### src/rtl/dacl_pkg.sv
package dacl_pkg;

    localparam int BUS_W  = 8;
    localparam int CODE_W = 12;
    localparam int HI_W   = CODE_W - BUS_W;
    localparam int ADDR_W = 2;
    localparam int SYNC_STAGES = 2;

    typedef enum logic [ADDR_W-1:0] {
        SLOT_A_LO = 2'b00,
        SLOT_A_HI = 2'b01,
        SLOT_B_LO = 2'b10,
        SLOT_B_HI = 2'b11
    } slot_e;

    typedef struct packed {
        logic [HI_W-1:0]  hi;
        logic [BUS_W-1:0] lo;
    } code_t;

    typedef struct packed {
        logic              sel_n;
        logic              wr_n;
        logic              load_n;
        logic [ADDR_W-1:0] addr;
        logic [BUS_W-1:0]  data;
    } pins_t;

    localparam int PINS_W = $bits(pins_t);

    localparam pins_t PINS_IDLE = '{sel_n: 1'b1, wr_n: 1'b1, load_n: 1'b1,
                                    addr: '0, data: '0};

    function automatic code_t put_slot(input code_t cur, input logic is_hi,
                                       input logic [BUS_W-1:0] d);
        code_t r;
        r = cur;
        if (is_hi) r.hi = d[HI_W-1:0];
        else       r.lo = d;
        return r;
    endfunction

endpackage

### src/rtl/dacl_sync.sv
module dacl_sync #(
    parameter int               W       = 1,
    parameter int               STAGES  = 2,
    parameter logic [W-1:0]     RST_VAL = '0
) (
    input  logic         clk,
    input  logic         rst,
    input  logic [W-1:0] d,
    output logic [W-1:0] q
);
    logic [W-1:0] chain [STAGES];

    generate
        for (genvar i = 0; i < STAGES; i++) begin : g_stage
            if (i == 0) begin : g_first
                always_ff @(posedge clk) begin
                    if (rst) chain[i] <= RST_VAL;
                    else     chain[i] <= d;
                end
            end else begin : g_next
                always_ff @(posedge clk) begin
                    if (rst) chain[i] <= RST_VAL;
                    else     chain[i] <= chain[i-1];
                end
            end
        end
    endgenerate

    assign q = chain[STAGES-1];

endmodule

### src/rtl/dacl_stage.sv
module dacl_stage
    import dacl_pkg::*;
(
    input  logic  clk,
    input  logic  rst,
    input  pins_t pins,
    output code_t stg_a,
    output code_t stg_b,
    output code_t nxt_a,
    output code_t nxt_b,
    output logic  commit
);
    logic             strobe_on;
    logic             strobe_d;
    slot_e            hold_slot;
    logic [BUS_W-1:0] hold_data;

    assign strobe_on = ~pins.sel_n & ~pins.wr_n;
    assign commit    = strobe_d & ~strobe_on;

    always_ff @(posedge clk) begin
        if (rst) begin
            strobe_d  <= 1'b0;
            hold_slot <= SLOT_A_LO;
            hold_data <= '0;
        end else begin
            strobe_d <= strobe_on;
            if (strobe_on) begin
                hold_slot <= slot_e'(pins.addr);
                hold_data <= pins.data;
            end
        end
    end

    always_comb begin
        nxt_a = stg_a;
        nxt_b = stg_b;
        if (commit) begin
            unique case (hold_slot)
                SLOT_A_LO: nxt_a = put_slot(stg_a, 1'b0, hold_data);
                SLOT_A_HI: nxt_a = put_slot(stg_a, 1'b1, hold_data);
                SLOT_B_LO: nxt_b = put_slot(stg_b, 1'b0, hold_data);
                SLOT_B_HI: nxt_b = put_slot(stg_b, 1'b1, hold_data);
            endcase
        end
    end

    always_ff @(posedge clk) begin
        if (rst) begin
            stg_a <= '0;
            stg_b <= '0;
        end else begin
            stg_a <= nxt_a;
            stg_b <= nxt_b;
        end
    end

    // without a completed select-and-write strobe nothing is staged
    assert_no_stray_write_R3: assert property (@(posedge clk) disable iff (rst)
        !strobe_d |=> ($stable(stg_a) && $stable(stg_b)));

    // low-byte slot of channel A takes the held byte
    assert_slot_a_lo_R2: assert property (@(posedge clk) disable iff (rst)
        (strobe_d && !strobe_on && hold_slot == SLOT_A_LO)
            |=> (stg_a.lo == $past(hold_data) && $stable(stg_b)));

    // high-nibble slot of channel B takes the low bus bits
    assert_slot_b_hi_R2: assert property (@(posedge clk) disable iff (rst)
        (strobe_d && !strobe_on && hold_slot == SLOT_B_HI)
            |=> (stg_b.hi == $past(hold_data[HI_W-1:0]) && $stable(stg_a)));

endmodule

### src/rtl/dacl_out.sv
module dacl_out
    import dacl_pkg::*;
(
    input  logic  clk,
    input  logic  rst,
    input  logic  load_n_s,
    input  logic  commit,
    input  code_t nxt_a,
    input  code_t nxt_b,
    input  code_t stg_a,
    input  code_t stg_b,
    output code_t out_a,
    output code_t out_b
);
    logic load_n_d;
    logic take;

    // transparent while low; one extra clock when load rises on a commit
    assign take = ~load_n_s | (~load_n_d & commit);

    always_ff @(posedge clk) begin
        if (rst) begin
            load_n_d <= 1'b1;
            out_a    <= '0;
            out_b    <= '0;
        end else begin
            load_n_d <= load_n_s;
            if (take) begin
                out_a <= nxt_a;
                out_b <= nxt_b;
            end
        end
    end

    // outputs frozen while load stays high
    assert_hold_while_high_R4: assert property (@(posedge clk) disable iff (rst)
        (load_n_s && load_n_d) |=> ($stable(out_a) && $stable(out_b)));

    // outputs track staging while load is low
    assert_follow_while_low_R5: assert property (@(posedge clk) disable iff (rst)
        !load_n_s |=> (out_a == stg_a && out_b == stg_b));

    // a write ending as load rises is captured
    assert_overlap_capture_R7: assert property (@(posedge clk) disable iff (rst)
        (load_n_s && !load_n_d && commit) |=> (out_a == stg_a && out_b == stg_b));

    // reset clears both codes
    assert_reset_clear_R1: assert property (@(posedge clk)
        $past(rst) |-> (out_a == '0 && out_b == '0));

endmodule

### src/rtl/dac_dual_loader.sv
module dac_dual_loader
    import dacl_pkg::*;
(
    input  logic              clk,
    input  logic              rst,
    input  logic              sel_n,
    input  logic              wr_n,
    input  logic              load_n,
    input  logic [ADDR_W-1:0] addr,
    input  logic [BUS_W-1:0]  data,
    output logic [CODE_W-1:0] code_a,
    output logic [CODE_W-1:0] code_b
);
    pins_t raw_pins;
    pins_t syn_pins;
    code_t stg_a, stg_b, nxt_a, nxt_b, out_a, out_b;
    logic  commit;

    assign raw_pins = '{sel_n: sel_n, wr_n: wr_n, load_n: load_n,
                        addr: addr, data: data};

    dacl_sync #(
        .W       (PINS_W),
        .STAGES  (SYNC_STAGES),
        .RST_VAL (PINS_IDLE)
    ) sync_i (
        .clk (clk),
        .rst (rst),
        .d   (raw_pins),
        .q   (syn_pins)
    );

    dacl_stage stage_i (
        .clk    (clk),
        .rst    (rst),
        .pins   (syn_pins),
        .stg_a  (stg_a),
        .stg_b  (stg_b),
        .nxt_a  (nxt_a),
        .nxt_b  (nxt_b),
        .commit (commit)
    );

    dacl_out out_i (
        .clk      (clk),
        .rst      (rst),
        .load_n_s (syn_pins.load_n),
        .commit   (commit),
        .nxt_a    (nxt_a),
        .nxt_b    (nxt_b),
        .stg_a    (stg_a),
        .stg_b    (stg_b),
        .out_a    (out_a),
        .out_b    (out_b)
    );

    assign code_a = out_a;
    assign code_b = out_b;

endmodule

### config.mk
export PLATFORM = sky130hd
export DESIGN_NAME = dac_dual_loader
export DESIGN_NICKNAME = d
export VERILOG_FILES = /design/src/rtl/dacl_pkg.sv /design/src/rtl/dacl_sync.sv /design/src/rtl/dacl_stage.sv /design/src/rtl/dacl_out.sv /design/src/rtl/dac_dual_loader.sv
export SDC_FILE = /design/constraint.sdc
export NUM_CORES = 1
export LEC_CHECK = 0
export CAP_MARGIN = 30
export CELL_PAD_IN_SITES_DETAIL_PLACEMENT = 2
export CELL_PAD_IN_SITES_GLOBAL_PLACEMENT = 2
export CORE_ASPECT_RATIO = 0.5
export CORE_MARGIN = 1
export CORE_UTILIZATION = 37
export DETAILED_ROUTE_END_ITERATION = 10
export PLACE_DENSITY = 0.88
export SLEW_MARGIN = 15
export SYNTH_ARGS = -nofsm -noshare
export SYNTH_HDL_FRONTEND = slang
export SYNTH_SLANG_ARGS = --single-unit
### constraint.sdc
create_clock -name clk -period 2 [get_ports clk]
set_input_delay 0.3 -clock clk [delete_from_list [all_inputs] [get_ports clk]]
set_output_delay 0.3 -clock clk [all_outputs]
set_load 0.02 [all_outputs]
==> results of run 1 <==
[metal layers]
layer	wire length [µm]	vias up	share of wire
li1	-	1175	-
met1	4110	1280	0.44
met2	4680	63	0.50
met3	437	19	0.046
met4	214	0	0.023
met5	0	-	0
[power by group through the flow]
stage	logic (µW)	clock network (µW)	registers, µW
2_1_floorplan	88.3	0	1850
3_3_place_gp	211	0	1820
3_5_place_dp	222	0	1820
4_1_cts	225	1560	1790
5_1_grt	239	1640	1790
6_report	223	1530	1790
[state kept, by name, summed over array words and instances, names as in the netlist]
signal / count
stage_i.strobe_d: 1
stage_i.hold_slot: 2
sync_i.chain: 26
out_i.load_n_d: 1
stage_i.stg_b: 12
out_i.out_b: 12
out_i.out_a: 12
stage_i.stg_a: 12
stage_i.hold_data: 8
[cell type report]
cell class / instances / area, µm²
clock buffers: 11 / 253
inverters: 4 / 15.0
fillers: 792 / 3850
multi-input cells: 190 / 1180
flip-flops and latches: 86 / 1720
well taps: 108 / 135
repair buffers: 48 / 463
clock inverters: 2 / 10.0
[stage by stage]
step	worst slack, ns	cells
2_1_floorplan	0.717	307
3_3_place_gp	0.214	436
3_5_place_dp	0.0593	436
4_1_cts	0.250	449
5_1_grt	0.167	449
6_report	0.260	449
[cells by family after synthesis]
family / count (synthesis) / share of synthesized area
multiplexers: 4 / 0.0132
AO/OA/AOI/OAI: 104 / 0.236
AND/OR/NAND/NOR: 82 / 0.138
buffers and inverters: 31 / 0.0446
flip-flops: 86 / 0.568
[path summary, 6_finish.rpt]
path | depth (start not counted) | end | from | slack [ns]
setup / recovery | 4 | out_i.out_b[2] | sync_i.chain[1][11] | 0.26
hold / removal | 1 | sync_i.chain[1][12] | sync_i.chain[0][12] | 0.42
setup reg to reg | 4 | out_i.out_b[2] | sync_i.chain[1][11] | 0.26
hold reg to reg | 1 | sync_i.chain[1][12] | sync_i.chain[0][12] | 0.42
[Yosys cell counts (6+ instances only)]
cell type and n:
a21oi_1 30, o31ai_1 12, nand2_1 28, nor2_1 6, or2_2 8, nor2b_1 27
a311oi_1 20, buf_2 6, o21ai_0 8, clkbuf_1 18, nand3_1 8, a211oi_1 28
dfxtp_1 86
==> results.cfg, run 1 <==
[power]
p_switching_uw = 788
intPower_uw = 2750
p_leak_uw = 0.00130
irDropWorstVdd_mv = 0.457
p_total_uw = 3540
power_density_nw_per_um2 = 938
p_sw_frac = 0.223
p_seq_frac = 0.505
clkPwrFrac = 0.432
combinationalPowerShare = 0.063

[timing]
tightest_slew_ns = 0.741
maxSlewViolCount = 0
fin_tns_setup_ns = 0
whs_ns = 0.418
finalClockSkew_ns = 0.00473
min_period_ns = 1.74
hold_violations = 0
finalSetupViolations = 0
slew-limit-headroom = 0.506
rsz0062_at_grt = no
finalCritPeriodShare = 0.870
max_freq_ghz = 0.575

[setup_path]
path_buf_inv = 1
cp-end-kind = flop
crit_chain = o21ai_2, o21ai_1, buf_4, a311oi_1
crit_slowest_cell = o21ai_2
crit_family = compound AO/OA/AOI/OAI gates
cp_max_fo = 16
worstPathArrival_ns = 1.98
critPathKind = reg -> reg
critPathMaxStageDelay_ns = 0.57
start_kind = flop
cp.required_ns = 2.24

[detailed_routing]
drtIter0Drc = 169
route.vias.total = 2537
antenna_left = 0
drtPass1Iterations = 4
routed_via_density = 5.65
routed_wl_um = 9440
wl_per_cell_um = 21.0
drc = 0

[logic_synthesis]
syn_inst = 307
synth_edf_count = 0
synth-main-ff-cell = dfxtp_1
ys_types = 23
post_synth.cell_area_avg_um2 = 9.88
synth_area_leader_cell = dfxtp_1
synthArstFlopShare = 0
synth_area_um2 = 3030
synth_top_area_frac = 0.568
synth.net_count = 322
ys_ff_latch = 86
yosysSeqAreaShare = 0.568
ys_top_cells_by_area = dfxtp_1 57%, a211oi_1 6.9%, a311oi_1 5.8%
ys.warnings.count = 0

[place]
dp_hpwl_um = 5960
gp_congestion = 0.760
numPortBuffers = 38
dpl-instance-area_um2 = 3510

[finish]
final_common_cell = dfxtp_1
area_delta_synth_final_pct = 24.6
drive_gt1_frac = 0.0997
antenna_cells = 0
finish.utilization = 0.495
final_cell_mix = 86 x dfxtp_1, 37 x clkdlybuf4s50_1, 30 x a21oi_1, 28 x nand2_1, 28 x a211oi_1
nets = 354
final_cell_area_um2 = 3780

[run]
drv_cap = 0

[min_path]
hp-class = reg -> reg

[floorplan]
core_um2 = 7620
rows = 22
dieHeight_um = 66.0
die_w_um = 130
ios = 39
initial_core_util = 0.398
die-area_um2 = 8580

[clocking]
clockBufferDepth = 2
cts_root_buffer = clkbuf_16
clock_latency_ns = 0.34
cts_tree = done
cts.htree.levels = 3
path_clk_slew_ns = 0.06
cts_setup_buffers = 0
clkSinkCount = 86
post_cts_resized = 1
ctsHoldBuffers = 0
cts_buffers = 9

[global_route]
antenna_found_initial = 0
grt_max_degree = 43
busiest_layer = met2
gr-usage-met1 = 0.293
grt_util_all_layers = 0.244
overflow = 0
grt_pass1_wl_um = 15200
use_met2 = 0.418
use_met3 = 0.0655
grt_pass1_vias = 2743

[status]
outcome = finished, final reports clean
Note: power is estimated with default switching activity, not from simulation.
==> inputs of run 2 (changes only) <==
--- a/config.mk
+++ b/config.mk
@@ -11,8 +11,10 @@
 export CORE_ASPECT_RATIO = 0.5
 export CORE_MARGIN = 1
 export CORE_UTILIZATION = 37
+export CTS_CLUSTER_DIAMETER = 200
 export DETAILED_ROUTE_END_ITERATION = 10
 export PLACE_DENSITY = 0.88
+export SETUP_SLACK_MARGIN = 0.1
 export SLEW_MARGIN = 15
 export SYNTH_ARGS = -nofsm -noshare
 export SYNTH_HDL_FRONTEND = slang
==> results of run 2 <==
Final layout, timing and power as in run 1 (identical DEF).
==> inputs of run 3 (changes only) <==
--- a/config.mk
+++ b/config.mk
@@ -13,6 +13,7 @@
 export CORE_UTILIZATION = 37
 export CTS_CLUSTER_DIAMETER = 200
 export DETAILED_ROUTE_END_ITERATION = 10
+export HOLD_SLACK_MARGIN = 0.15
 export PLACE_DENSITY = 0.88
 export SETUP_SLACK_MARGIN = 0.1
 export SLEW_MARGIN = 15
==> results of run 3 <==
Final layout, timing and power as in run 1 (identical DEF).
